### src/rtl/chr_pkg.sv
package chr_pkg;
    localparam int unsigned REG_W = 16;

    localparam int unsigned OFF_CMD    = 'h00;
    localparam int unsigned OFF_ARG_LO = 'h04;
    localparam int unsigned OFF_ARG_HI = 'h08;
    localparam int unsigned OFF_CFG    = 'h0C;
    localparam int unsigned OFF_STAT   = 'h10;
    localparam int unsigned OFF_IEN    = 'h14;
    localparam int unsigned OFF_CTO    = 'h18;
    localparam int unsigned OFF_DTO    = 'h1C;
    localparam int unsigned OFF_BLEN   = 'h24;
    localparam int unsigned OFF_NBLK   = 'h28;
    localparam int unsigned OFF_FIFO   = 'h2C;
    localparam int unsigned OFF_SYSCTL = 'h64;

    localparam int unsigned ST_CARD_IN   = 1;
    localparam int unsigned ST_XFER_DONE = 3;
    localparam int unsigned SOFT_RST_BIT = 2;

    typedef enum logic {
        CD_ABSENT  = 1'b0,
        CD_PRESENT = 1'b1
    } cd_state_e;

    typedef struct packed {
        logic       dir;
        logic [1:0] kind;
        logic [2:0] rsp;
        logic [5:0] idx;
    } cmd_fields_t;
endpackage

### src/rtl/chr_cd_fsm.sv
module chr_cd_fsm
    import chr_pkg::*;
(
    input  logic clk,
    input  logic rst_n,
    input  logic cd_in,
    output logic ins_event
);
    cd_state_e state_q, state_d;

    always_ff @(posedge clk) begin
        if (!rst_n) state_q <= CD_ABSENT;
        else        state_q <= state_d;
    end

    always_comb begin
        state_d   = state_q;
        ins_event = 1'b0;
        unique case (state_q)
            CD_ABSENT: if (cd_in) begin
                state_d   = CD_PRESENT;
                ins_event = 1'b1;
            end
            CD_PRESENT: if (!cd_in) state_d = CD_ABSENT;
        endcase
    end

    // an insertion is reported once per rising level
    p_insert_once_r11: assert property (@(posedge clk) disable iff (!rst_n)
        ins_event |=> !ins_event);
endmodule

### src/rtl/chr_len_ctr.sv
module chr_len_ctr #(
    parameter int unsigned LEN_W = 11
) (
    input  logic           clk,
    input  logic           rst_n,
    input  logic           soft_rst,
    input  logic           blen_we,
    input  logic           nblk_we,
    input  logic [LEN_W-1:0] wval,
    input  logic           xfer_byte,
    output logic [LEN_W:0] byte_ctr,
    output logic [LEN_W:0] blk_ctr,
    output logic           done_evt
);
    localparam int unsigned CW = LEN_W + 1;

    logic [CW-1:0] blen_cfg, nblk_cfg, wplus1;
    logic          stepping;

    assign wplus1   = {1'b0, wval} + CW'(1);
    assign stepping = xfer_byte && !blen_we && !nblk_we
                      && (byte_ctr != '0) && (blk_ctr != '0);
    assign done_evt = stepping && (byte_ctr == CW'(1)) && (blk_ctr == CW'(1));

    always_ff @(posedge clk) begin
        if (!rst_n || soft_rst) begin
            blen_cfg <= '0;
            nblk_cfg <= '0;
            byte_ctr <= '0;
            blk_ctr  <= '0;
        end else if (blen_we) begin
            blen_cfg <= wplus1;
            byte_ctr <= wplus1;
        end else if (nblk_we) begin
            nblk_cfg <= wplus1;
            blk_ctr  <= wplus1;
            byte_ctr <= blen_cfg;
        end else if (stepping) begin
            if (byte_ctr == CW'(1)) begin
                byte_ctr <= blen_cfg;
                blk_ctr  <= (blk_ctr == CW'(1)) ? nblk_cfg : blk_ctr - CW'(1);
            end else begin
                byte_ctr <= byte_ctr - CW'(1);
            end
        end
    end

    // the live byte counter never exceeds the programmed length
    p_byte_in_range_r9: assert property (@(posedge clk) disable iff (!rst_n)
        byte_ctr <= blen_cfg);
    // finishing the last block reloads the block counter
    p_block_reload_r10: assert property (@(posedge clk) disable iff (!rst_n || soft_rst)
        done_evt |=> (blk_ctr == $past(nblk_cfg)) && (byte_ctr == $past(blen_cfg)));
endmodule

### src/rtl/chr_status.sv
module chr_status #(
    parameter int unsigned W = 16
) (
    input  logic         clk,
    input  logic         rst_n,
    input  logic         soft_rst,
    input  logic [W-1:0] set_vec,
    input  logic         clr_we,
    input  logic [W-1:0] clr_data,
    input  logic [W-2:0] ien,
    output logic [W-1:0] status,
    output logic         irq
);
    logic [W-1:0] clr_vec;

    assign clr_vec = clr_we ? clr_data : '0;
    assign irq     = |(status & {1'b0, ien});

    always_ff @(posedge clk) begin
        if (!rst_n || soft_rst) status <= '0;
        else                    status <= (status & ~clr_vec) | set_vec;
    end

    // cleared bits drop unless hardware sets them in the same cycle
    p_w1c_r3: assert property (@(posedge clk) disable iff (!rst_n)
        clr_we |=> (status & $past(clr_data & ~set_vec)) == '0);
    // a hardware set always lands
    p_set_wins_r3: assert property (@(posedge clk) disable iff (!rst_n || soft_rst)
        (set_vec != '0) |=> (status & $past(set_vec)) == $past(set_vec));
endmodule

### src/rtl/card_host_regs.sv
module card_host_regs
    import chr_pkg::*;
#(
    parameter int unsigned ADDR_W = 7,
    parameter int unsigned LEN_W  = 11
) (
    input  logic              clk,
    input  logic              rst_n,
    input  logic [ADDR_W-1:0] bus_addr,
    input  logic              bus_we,
    input  logic [15:0]       bus_wdata,
    input  logic              bus_re,
    output logic [15:0]       bus_rdata,
    input  logic              card_det,
    input  logic              xfer_byte,
    output logic              irq,
    output logic              cmd_valid,
    output logic [5:0]        cmd_index,
    output logic [2:0]        cmd_rsp_type,
    output logic [1:0]        cmd_kind,
    output logic              cmd_dir,
    output logic [31:0]       cmd_arg,
    output logic              cfg_wide_bus,
    output logic [1:0]        cfg_mode,
    output logic              cfg_enable,
    output logic              cfg_big_endian,
    output logic [9:0]        cfg_clk_div,
    output logic              rx_dma_en,
    output logic              tx_dma_en,
    output logic [4:0]        fifo_af_level,
    output logic [4:0]        fifo_ae_level,
    output logic [7:0]        cmd_timeout,
    output logic [15:0]       data_timeout
);
    localparam logic [ADDR_W-1:0] A_CMD  = ADDR_W'(OFF_CMD);
    localparam logic [ADDR_W-1:0] A_ARGL = ADDR_W'(OFF_ARG_LO);
    localparam logic [ADDR_W-1:0] A_ARGH = ADDR_W'(OFF_ARG_HI);
    localparam logic [ADDR_W-1:0] A_CFG  = ADDR_W'(OFF_CFG);
    localparam logic [ADDR_W-1:0] A_STAT = ADDR_W'(OFF_STAT);
    localparam logic [ADDR_W-1:0] A_IEN  = ADDR_W'(OFF_IEN);
    localparam logic [ADDR_W-1:0] A_CTO  = ADDR_W'(OFF_CTO);
    localparam logic [ADDR_W-1:0] A_DTO  = ADDR_W'(OFF_DTO);
    localparam logic [ADDR_W-1:0] A_BLEN = ADDR_W'(OFF_BLEN);
    localparam logic [ADDR_W-1:0] A_NBLK = ADDR_W'(OFF_NBLK);
    localparam logic [ADDR_W-1:0] A_FIFO = ADDR_W'(OFF_FIFO);
    localparam logic [ADDR_W-1:0] A_SYS  = ADDR_W'(OFF_SYSCTL);
    localparam logic [15:0] CMD_KEEP = 16'hB73F;
    localparam logic [15:0] CFG_KEEP = 16'hBFFF;
    localparam logic [15:0] BUF_KEEP = 16'h9F9F;

    logic              wr_cmd, wr_argl, wr_argh, wr_cfg, wr_stat, wr_ien;
    logic              wr_cto, wr_dto, wr_blen, wr_nblk, wr_fifo, soft_rst;
    logic [15:0]       cmd_q, cfg_q, fifo_q, status, rd_mux;
    logic [14:0]       ien_q;
    logic [LEN_W:0]    byte_ctr, blk_ctr;
    logic              ins_event, done_evt;
    logic [15:0]       set_vec;
    cmd_fields_t       cmd_f;

    assign wr_cmd   = bus_we && bus_addr == A_CMD;
    assign wr_argl  = bus_we && bus_addr == A_ARGL;
    assign wr_argh  = bus_we && bus_addr == A_ARGH;
    assign wr_cfg   = bus_we && bus_addr == A_CFG;
    assign wr_stat  = bus_we && bus_addr == A_STAT;
    assign wr_ien   = bus_we && bus_addr == A_IEN;
    assign wr_cto   = bus_we && bus_addr == A_CTO;
    assign wr_dto   = bus_we && bus_addr == A_DTO;
    assign wr_blen  = bus_we && bus_addr == A_BLEN;
    assign wr_nblk  = bus_we && bus_addr == A_NBLK;
    assign wr_fifo  = bus_we && bus_addr == A_FIFO;
    assign soft_rst = bus_we && bus_addr == A_SYS && bus_wdata[SOFT_RST_BIT];

    always_ff @(posedge clk) begin
        if (!rst_n || soft_rst) begin
            cmd_q        <= '0;
            cmd_valid    <= 1'b0;
            cmd_arg      <= '0;
            cfg_q        <= '0;
            ien_q        <= '0;
            cmd_timeout  <= '0;
            data_timeout <= '0;
            fifo_q       <= 16'h1F00;
        end else begin
            cmd_valid <= wr_cmd;
            if (wr_cmd)  cmd_q         <= bus_wdata & CMD_KEEP;
            if (wr_argl) cmd_arg[15:0]  <= bus_wdata;
            if (wr_argh) cmd_arg[31:16] <= bus_wdata;
            if (wr_cfg)  cfg_q         <= bus_wdata & CFG_KEEP;
            if (wr_ien)  ien_q         <= bus_wdata[14:0];
            if (wr_cto)  cmd_timeout   <= bus_wdata[7:0];
            if (wr_dto)  data_timeout  <= bus_wdata;
            if (wr_fifo) fifo_q        <= bus_wdata & BUF_KEEP;
        end
    end

    assign cmd_f          = {cmd_q[15], cmd_q[13:12], cmd_q[10:8], cmd_q[5:0]};
    assign cmd_dir        = cmd_f.dir;
    assign cmd_kind       = cmd_f.kind;
    assign cmd_rsp_type   = cmd_f.rsp;
    assign cmd_index      = cmd_f.idx;
    assign cfg_wide_bus   = cfg_q[15];
    assign cfg_mode       = cfg_q[13:12];
    assign cfg_enable     = cfg_q[11];
    assign cfg_big_endian = cfg_q[10];
    assign cfg_clk_div    = cfg_q[9:0];
    assign rx_dma_en      = fifo_q[15];
    assign fifo_af_level  = fifo_q[12:8];
    assign tx_dma_en      = fifo_q[7];
    assign fifo_ae_level  = fifo_q[4:0];

    always_comb begin
        set_vec               = '0;
        set_vec[ST_CARD_IN]   = ins_event;
        set_vec[ST_XFER_DONE] = done_evt;
    end

    chr_cd_fsm u_cd (
        .clk       (clk),
        .rst_n     (rst_n),
        .cd_in     (card_det),
        .ins_event (ins_event)
    );

    chr_len_ctr #(.LEN_W(LEN_W)) u_len (
        .clk       (clk),
        .rst_n     (rst_n),
        .soft_rst  (soft_rst),
        .blen_we   (wr_blen),
        .nblk_we   (wr_nblk),
        .wval      (bus_wdata[LEN_W-1:0]),
        .xfer_byte (xfer_byte),
        .byte_ctr  (byte_ctr),
        .blk_ctr   (blk_ctr),
        .done_evt  (done_evt)
    );

    chr_status #(.W(16)) u_stat (
        .clk      (clk),
        .rst_n    (rst_n),
        .soft_rst (soft_rst),
        .set_vec  (set_vec),
        .clr_we   (wr_stat),
        .clr_data (bus_wdata),
        .ien      (ien_q),
        .status   (status),
        .irq      (irq)
    );

    always_comb begin
        rd_mux = '0;
        unique case (1'b1)
            bus_addr == A_CMD:  rd_mux = cmd_q;
            bus_addr == A_ARGL: rd_mux = cmd_arg[15:0];
            bus_addr == A_ARGH: rd_mux = cmd_arg[31:16];
            bus_addr == A_CFG:  rd_mux = cfg_q;
            bus_addr == A_STAT: rd_mux = status;
            bus_addr == A_IEN:  rd_mux = {1'b0, ien_q};
            bus_addr == A_CTO:  rd_mux = {8'h00, cmd_timeout};
            bus_addr == A_DTO:  rd_mux = data_timeout;
            bus_addr == A_BLEN: rd_mux = 16'(byte_ctr);
            bus_addr == A_NBLK: rd_mux = 16'(blk_ctr);
            bus_addr == A_FIFO: rd_mux = fifo_q;
            default:            rd_mux = '0;
        endcase
    end

    always_ff @(posedge clk) begin
        if (!rst_n)      bus_rdata <= '0;
        else if (bus_re) bus_rdata <= rd_mux;
    end

    // a low-half write leaves the high half alone
    p_arg_halves_r4: assert property (@(posedge clk) disable iff (!rst_n)
        (wr_argl && !soft_rst) |=> cmd_arg[31:16] == $past(cmd_arg[31:16]));
    // a command pulse only follows a command write
    p_cmd_follows_write_r5: assert property (@(posedge clk) disable iff (!rst_n)
        cmd_valid |-> $past(wr_cmd));
    // with no enabled bits the interrupt stays low
    p_irq_masked_r2: assert property (@(posedge clk) disable iff (!rst_n)
        (ien_q == '0) |-> !irq);
    // read data holds when no read is requested
    p_rdata_hold_r13: assert property (@(posedge clk) disable iff (!rst_n)
        !bus_re |=> $stable(bus_rdata));
endmodule

### config.mk
export PLATFORM = sky130hd
export DESIGN_NAME = card_host_regs
export DESIGN_NICKNAME = d
export VERILOG_FILES = /design/src/rtl/chr_pkg.sv /design/src/rtl/chr_cd_fsm.sv /design/src/rtl/chr_len_ctr.sv /design/src/rtl/chr_status.sv /design/src/rtl/card_host_regs.sv
export SDC_FILE = /design/constraint.sdc
export NUM_CORES = 1
export LEC_CHECK = 0
export ABC_CLOCK_PERIOD_IN_PS = 3800
export BUFFER_PORTS_ARGS = -buffer_cell sky130_fd_sc_hd__buf_4
export CAP_MARGIN = 30
export CORE_UTILIZATION = 40
export DETAILED_ROUTE_END_ITERATION = 8
export PLACE_DENSITY_LB_ADDON = 0.12
export RECOVER_POWER = 25
export SLEW_MARGIN = 20
export SYNTH_ARGS = -nofsm -noshare
export SYNTH_HDL_FRONTEND = slang
export SYNTH_SLANG_ARGS = --single-unit
### constraint.sdc
create_clock -name clk -period 3.8 [get_ports clk]
set_clock_uncertainty 0.1 [all_clocks]
set_input_delay 0.76 -clock clk [delete_from_list [all_inputs] [get_ports clk]]
set_output_delay 0.76 -clock clk [all_outputs]
set_load 0.02 [all_outputs]
==> load_flow_metrics.sql <==
INSERT INTO impl_metrics (metric_group, metric, value, unit) VALUES
('detailed_routing', 'via_count', '9176', ''),
('synthesis', 'synth_edf_count', '0', ''),
('critical_path', 'r2r-start', 'u_len.blk_ctr[6]$_SDFFE_PP0P_', ''),
('synthesis', 'async_reset_ff_share', '0', '%'),
('clocking', 'cts_root_buffer', 'sky130_fd_sc_hd__clkbuf_16', ''),
('sta', 'max_slew.worst_pin.slew', '1000', 'ps'),
('pwr', 'power_per_cell_area', '391.4', 'nW/um^2'),
('global_route', 'number_of_antenna_violations_at_the_first_check_in_global_routing', '0', ''),
('clocking', 'cts_tree', 'yes', ''),
('critical_path', 'critical_path.cell_chain', 'buf_4, or4b_2, nor2_1, nand2_1, nand2_1, a21oi_1', ''),
('critical_path', 'worst_setup_path_startpoint', 'bus_addr[2]', ''),
('synthesis', 'synth_cells', '1097', ''),
('sta', 'max_slew_margin', '33.04', '%'),
('floorplanning', 'die-area', '23510', 'um^2'),
('critical_path', 'critical_path_start_end_classification', 'primary input to flip-flop', ''),
('sta', 'setup_tns', '0', 'ps'),
('sta', 'final-max-slew-violation-count', '0', ''),
('global_route', 'track_usage', '30.25', '%'),
('detailed_routing', 'antenna_violating_nets_post_route', '0', ''),
('layout', 'finish.cell_count_without_fillers', '1495', ''),
('synthesis', 'synth.area.top_cells', 'sky130_fd_sc_hd__dfxtp_1 (42%), sky130_fd_sc_hd__mux2i_1 (7.8%), sky130_fd_sc_hd__nand2_1 (7.7%)', ''),
('critical_path', 'crit_path_max_fanout', '20', ''),
('critical_path', 'critPathBufInv', '1', ''),
('critical_path', 'timing.critical_path.mode_cell', 'sky130_fd_sc_hd__nand2_1', ''),
('sta', 'hold_violations', '0', ''),
('sta', 'setup_viol', '0', ''),
('floorplanning', 'core.rowCount', '54', ''),
('layout', 'num-fill-cells', '2236', ''),
('detailed_routing', 'detail_route.wl_per_cell', '24.04', 'um'),
('floorplanning', 'initial_utilization', '41.33', '%'),
('critical_path', 'timing.critical_path.to_type', 'flip-flop', ''),
('critical_path', 'r2r_cells', '7', ''),
('global_route', 'first_global_vias', '8277', ''),
('pwr', 'total_leakage_power', '4.336', 'nW'),
('clocking', 'clkSlewWorstSetupHoldPaths', '80', 'ps'),
('clocking', 'cts_setup_buffers', '0', ''),
('global_route', 'grt_pass1_wl', '53450', 'um'),
('synthesis', 'post_synth_instance_area', '9159', 'um^2'),
('detailed_routing', 'drtPass1Iterations', '6', ''),
('floorplanning', 'die_height', '153.3', 'um'),
('critical_path', 'worst-endpoint-arrival', '3070', 'ps'),
('critical_path', 'critPathCapture', 'cmd_arg[26]$_SDFFE_PP0P_', ''),
('hold_path', 'hp-class', 'flip-flop to flip-flop', ''),
('critical_path', 'worst-r2r-setup-slack', '1120', 'ps'),
('synthesis', 'synth_top_cells_by_count', 'sky130_fd_sc_hd__dfxtp_1 (192), sky130_fd_sc_hd__nand2_1 (189), sky130_fd_sc_hd__a21oi_1 (113), sky130_fd_sc_hd__nor2_1 (82), sky130_fd_sc_hd__clkbuf_1 (75)', ''),
('critical_path', 'critical_path.reg2reg.endpoint', 'u_len.blk_ctr[8]$_SDFFE_PP0P_', ''),
('layout', 'finalNetCount', '1236', ''),
('layout', 'drive_above_1_share', '13.42', '%'),
('sta', 'clock.fmax', '0.3522', 'GHz'),
('run_status', 'outcome', 'complete, no violations', ''),
('placement', 'place_congestion', '0.9105', ''),
('critical_path', 'critPathLaunchType', 'primary input', ''),
('sta', 'timing.hold.ws', '357.0', 'ps'),
('floorplanning', 'die_width', '153.3', 'um'),
('detailed_routing', 'detailedRoute.firstIterationViolations', '1094', ''),
('synthesis', 'synth.net_count', '1131', ''),
('synthesis', 'synthesis.yosys.warnings', '0', ''),
('clocking', 'ctsResizeCount', '0', ''),
('layout', 'diode_count', '0', ''),
('synthesis', 'yosys_most_used_dff', 'sky130_fd_sc_hd__dfxtp_1', ''),
('synthesis', 'synth.yosys.seq_area_share', '41.97', '%'),
('global_route', 'grt_overflow', '0', ''),
('layout', 'final_util', '49.09', '%'),
('synthesis', 'synth_cell_types', '79', ''),
('clocking', 'post_cts_hold_fix_bufs', '0', ''),
('global_route', 'grt_max_degree', '52', ''),
('synthesis', 'yosysTopAreaCell', 'sky130_fd_sc_hd__dfxtp_1', ''),
('layout', 'area_delta_synth_final', '18.77', '%'),
('critical_path', 'path_delay_family', 'simple AND/OR/NAND/NOR gates', ''),
('clocking', 'worstSkewPairLatency', '440', 'ps'),
('detailed_routing', 'drt_wl_total', '35940', 'um');
state kept, by name, indices dropped and copies added, names as in the netlist, 15 cells and up:
register and count:
cmd_arg 32, bus_rdata 16, data_timeout 16, u_stat.status 16
cfg_q 15, ien_q 15
power by group:
group / internal, W / switching, W
Combinational: 0.0000936 / 0.000211
Sequential: 0.00202 / 0.0000100
Clock: 0.00101 / 0.000918
cell usage in the layout (no fill, tap or decap), types with 10 or more instances in the layout:
cell,n
sky130_fd_sc_hd__o21ai_0,26
sky130_fd_sc_hd__o2bb2ai_1,13
sky130_fd_sc_hd__xnor2_1,13
sky130_fd_sc_hd__nand4_1,10
sky130_fd_sc_hd__nand3_1,34
sky130_fd_sc_hd__buf_4,103
sky130_fd_sc_hd__nand2_1,189
sky130_fd_sc_hd__dfxtp_1,192
sky130_fd_sc_hd__clkbuf_1,76
sky130_fd_sc_hd__o211ai_1,17
sky130_fd_sc_hd__a22o_1,17
sky130_fd_sc_hd__a21oi_1,113
sky130_fd_sc_hd__a22oi_1,21
sky130_fd_sc_hd__and3_1,10
sky130_fd_sc_hd__a31oi_1,19
sky130_fd_sc_hd__mux2i_1,71
sky130_fd_sc_hd__nor2_1,81
sky130_fd_sc_hd__nor3_1,10
sky130_fd_sc_hd__clkbuf_16,17
how the worst min path moves through the flow:
stage | from | depth (start not counted) | slack [ps] | to
2_1_floorplan | u_stat.status[15]$_SDFF_PP0_ | 2 | 310 | u_stat.status[15]$_SDFF_PP0_
3_3_place_gp | bus_rdata[12]$_SDFFE_PN0P_ | 2 | 340 | bus_rdata[12]$_SDFFE_PN0P_
3_5_place_dp | u_stat.status[9]$_SDFF_PP0_ | 2 | 350 | u_stat.status[9]$_SDFF_PP0_
4_1_cts | u_stat.status[9]$_SDFF_PP0_ | 2 | 360 | u_stat.status[9]$_SDFF_PP0_
5_1_grt | u_stat.status[8]$_SDFF_PP0_ | 2 | 370 | u_stat.status[8]$_SDFF_PP0_
6_report | u_len.blen_cfg[9]$_SDFFE_PP0P_ | 2 | 360 | u_len.blen_cfg[9]$_SDFFE_PP0P_
through the flow:
| step | total power [W] | instance area [um^2] | setup slack (ps) |
|---|---|---|---|
| after global routing | 0.004375 | 10880 | 918.8 |
| after floorplan | 0.002240 | 9159 | 1107 |
| after CTS | 0.004261 | 11160 | 1042 |
| after global placement | 0.002371 | 10530 | 621.4 |
| after detailed placement | 0.002371 | 10540 | 578.2 |
| final | 0.004257 | 10880 | 961.0 |
tightest hold or removal path: cells and delay by family (launching register included):
family	cells	cell delay, ps
AND/OR/NAND/NOR	1	50
flip-flops	1	310
AO/OA/AOI/OAI	1	50
cell type report:
| type | instances | area [um^2] | share of cell area [%] |
|---|---|---|---|
| sequential | 192 | 3844 | 35.33 |
| inverter | 9 | 33.78 | 0.3106 |
| tap | 280 | 350.3 | 3.221 |
| multi-input combinational | 800 | 4937 | 45.39 |
| timing repair buffer | 182 | 1095 | 10.06 |
| clock inverter | 15 | 192.7 | 1.771 |
| clock buffer | 17 | 425.4 | 3.911 |
layer usage:
| metal | up-vias | routed length, um | part of all wire, % | track usage (%) |
|---|---|---|---|---|
| li1 | 4172 | - | - | - |
| met1 | 4434 | 15990 | 44 | 43.50 |
| met2 | 524 | 15730 | 44 | 45.23 |
| met3 | 46 | 3563 | 9.9 | 6.890 |
| met4 | 0 | 658 | 1.8 | 7.648 |
| met5 | - | 0 | 0 | 0 |
logic make-up (layout without fill, tap and decap cells):
family / Yosys count / count (layout) / share of synthesized area (%)
compound gates: 305 / 305 / 22.46
flops: 192 / 192 / 41.97
mux: 75 / 75 / 8.374
xor+xnor: 21 / 21 / 2.008
simple gates: 394 / 394 / 19.92
fa+ha+maj: 5 / 5 / 0.6831
buf+inv: 105 / 223 / 4.590
(Power assumes the default switching activity.)
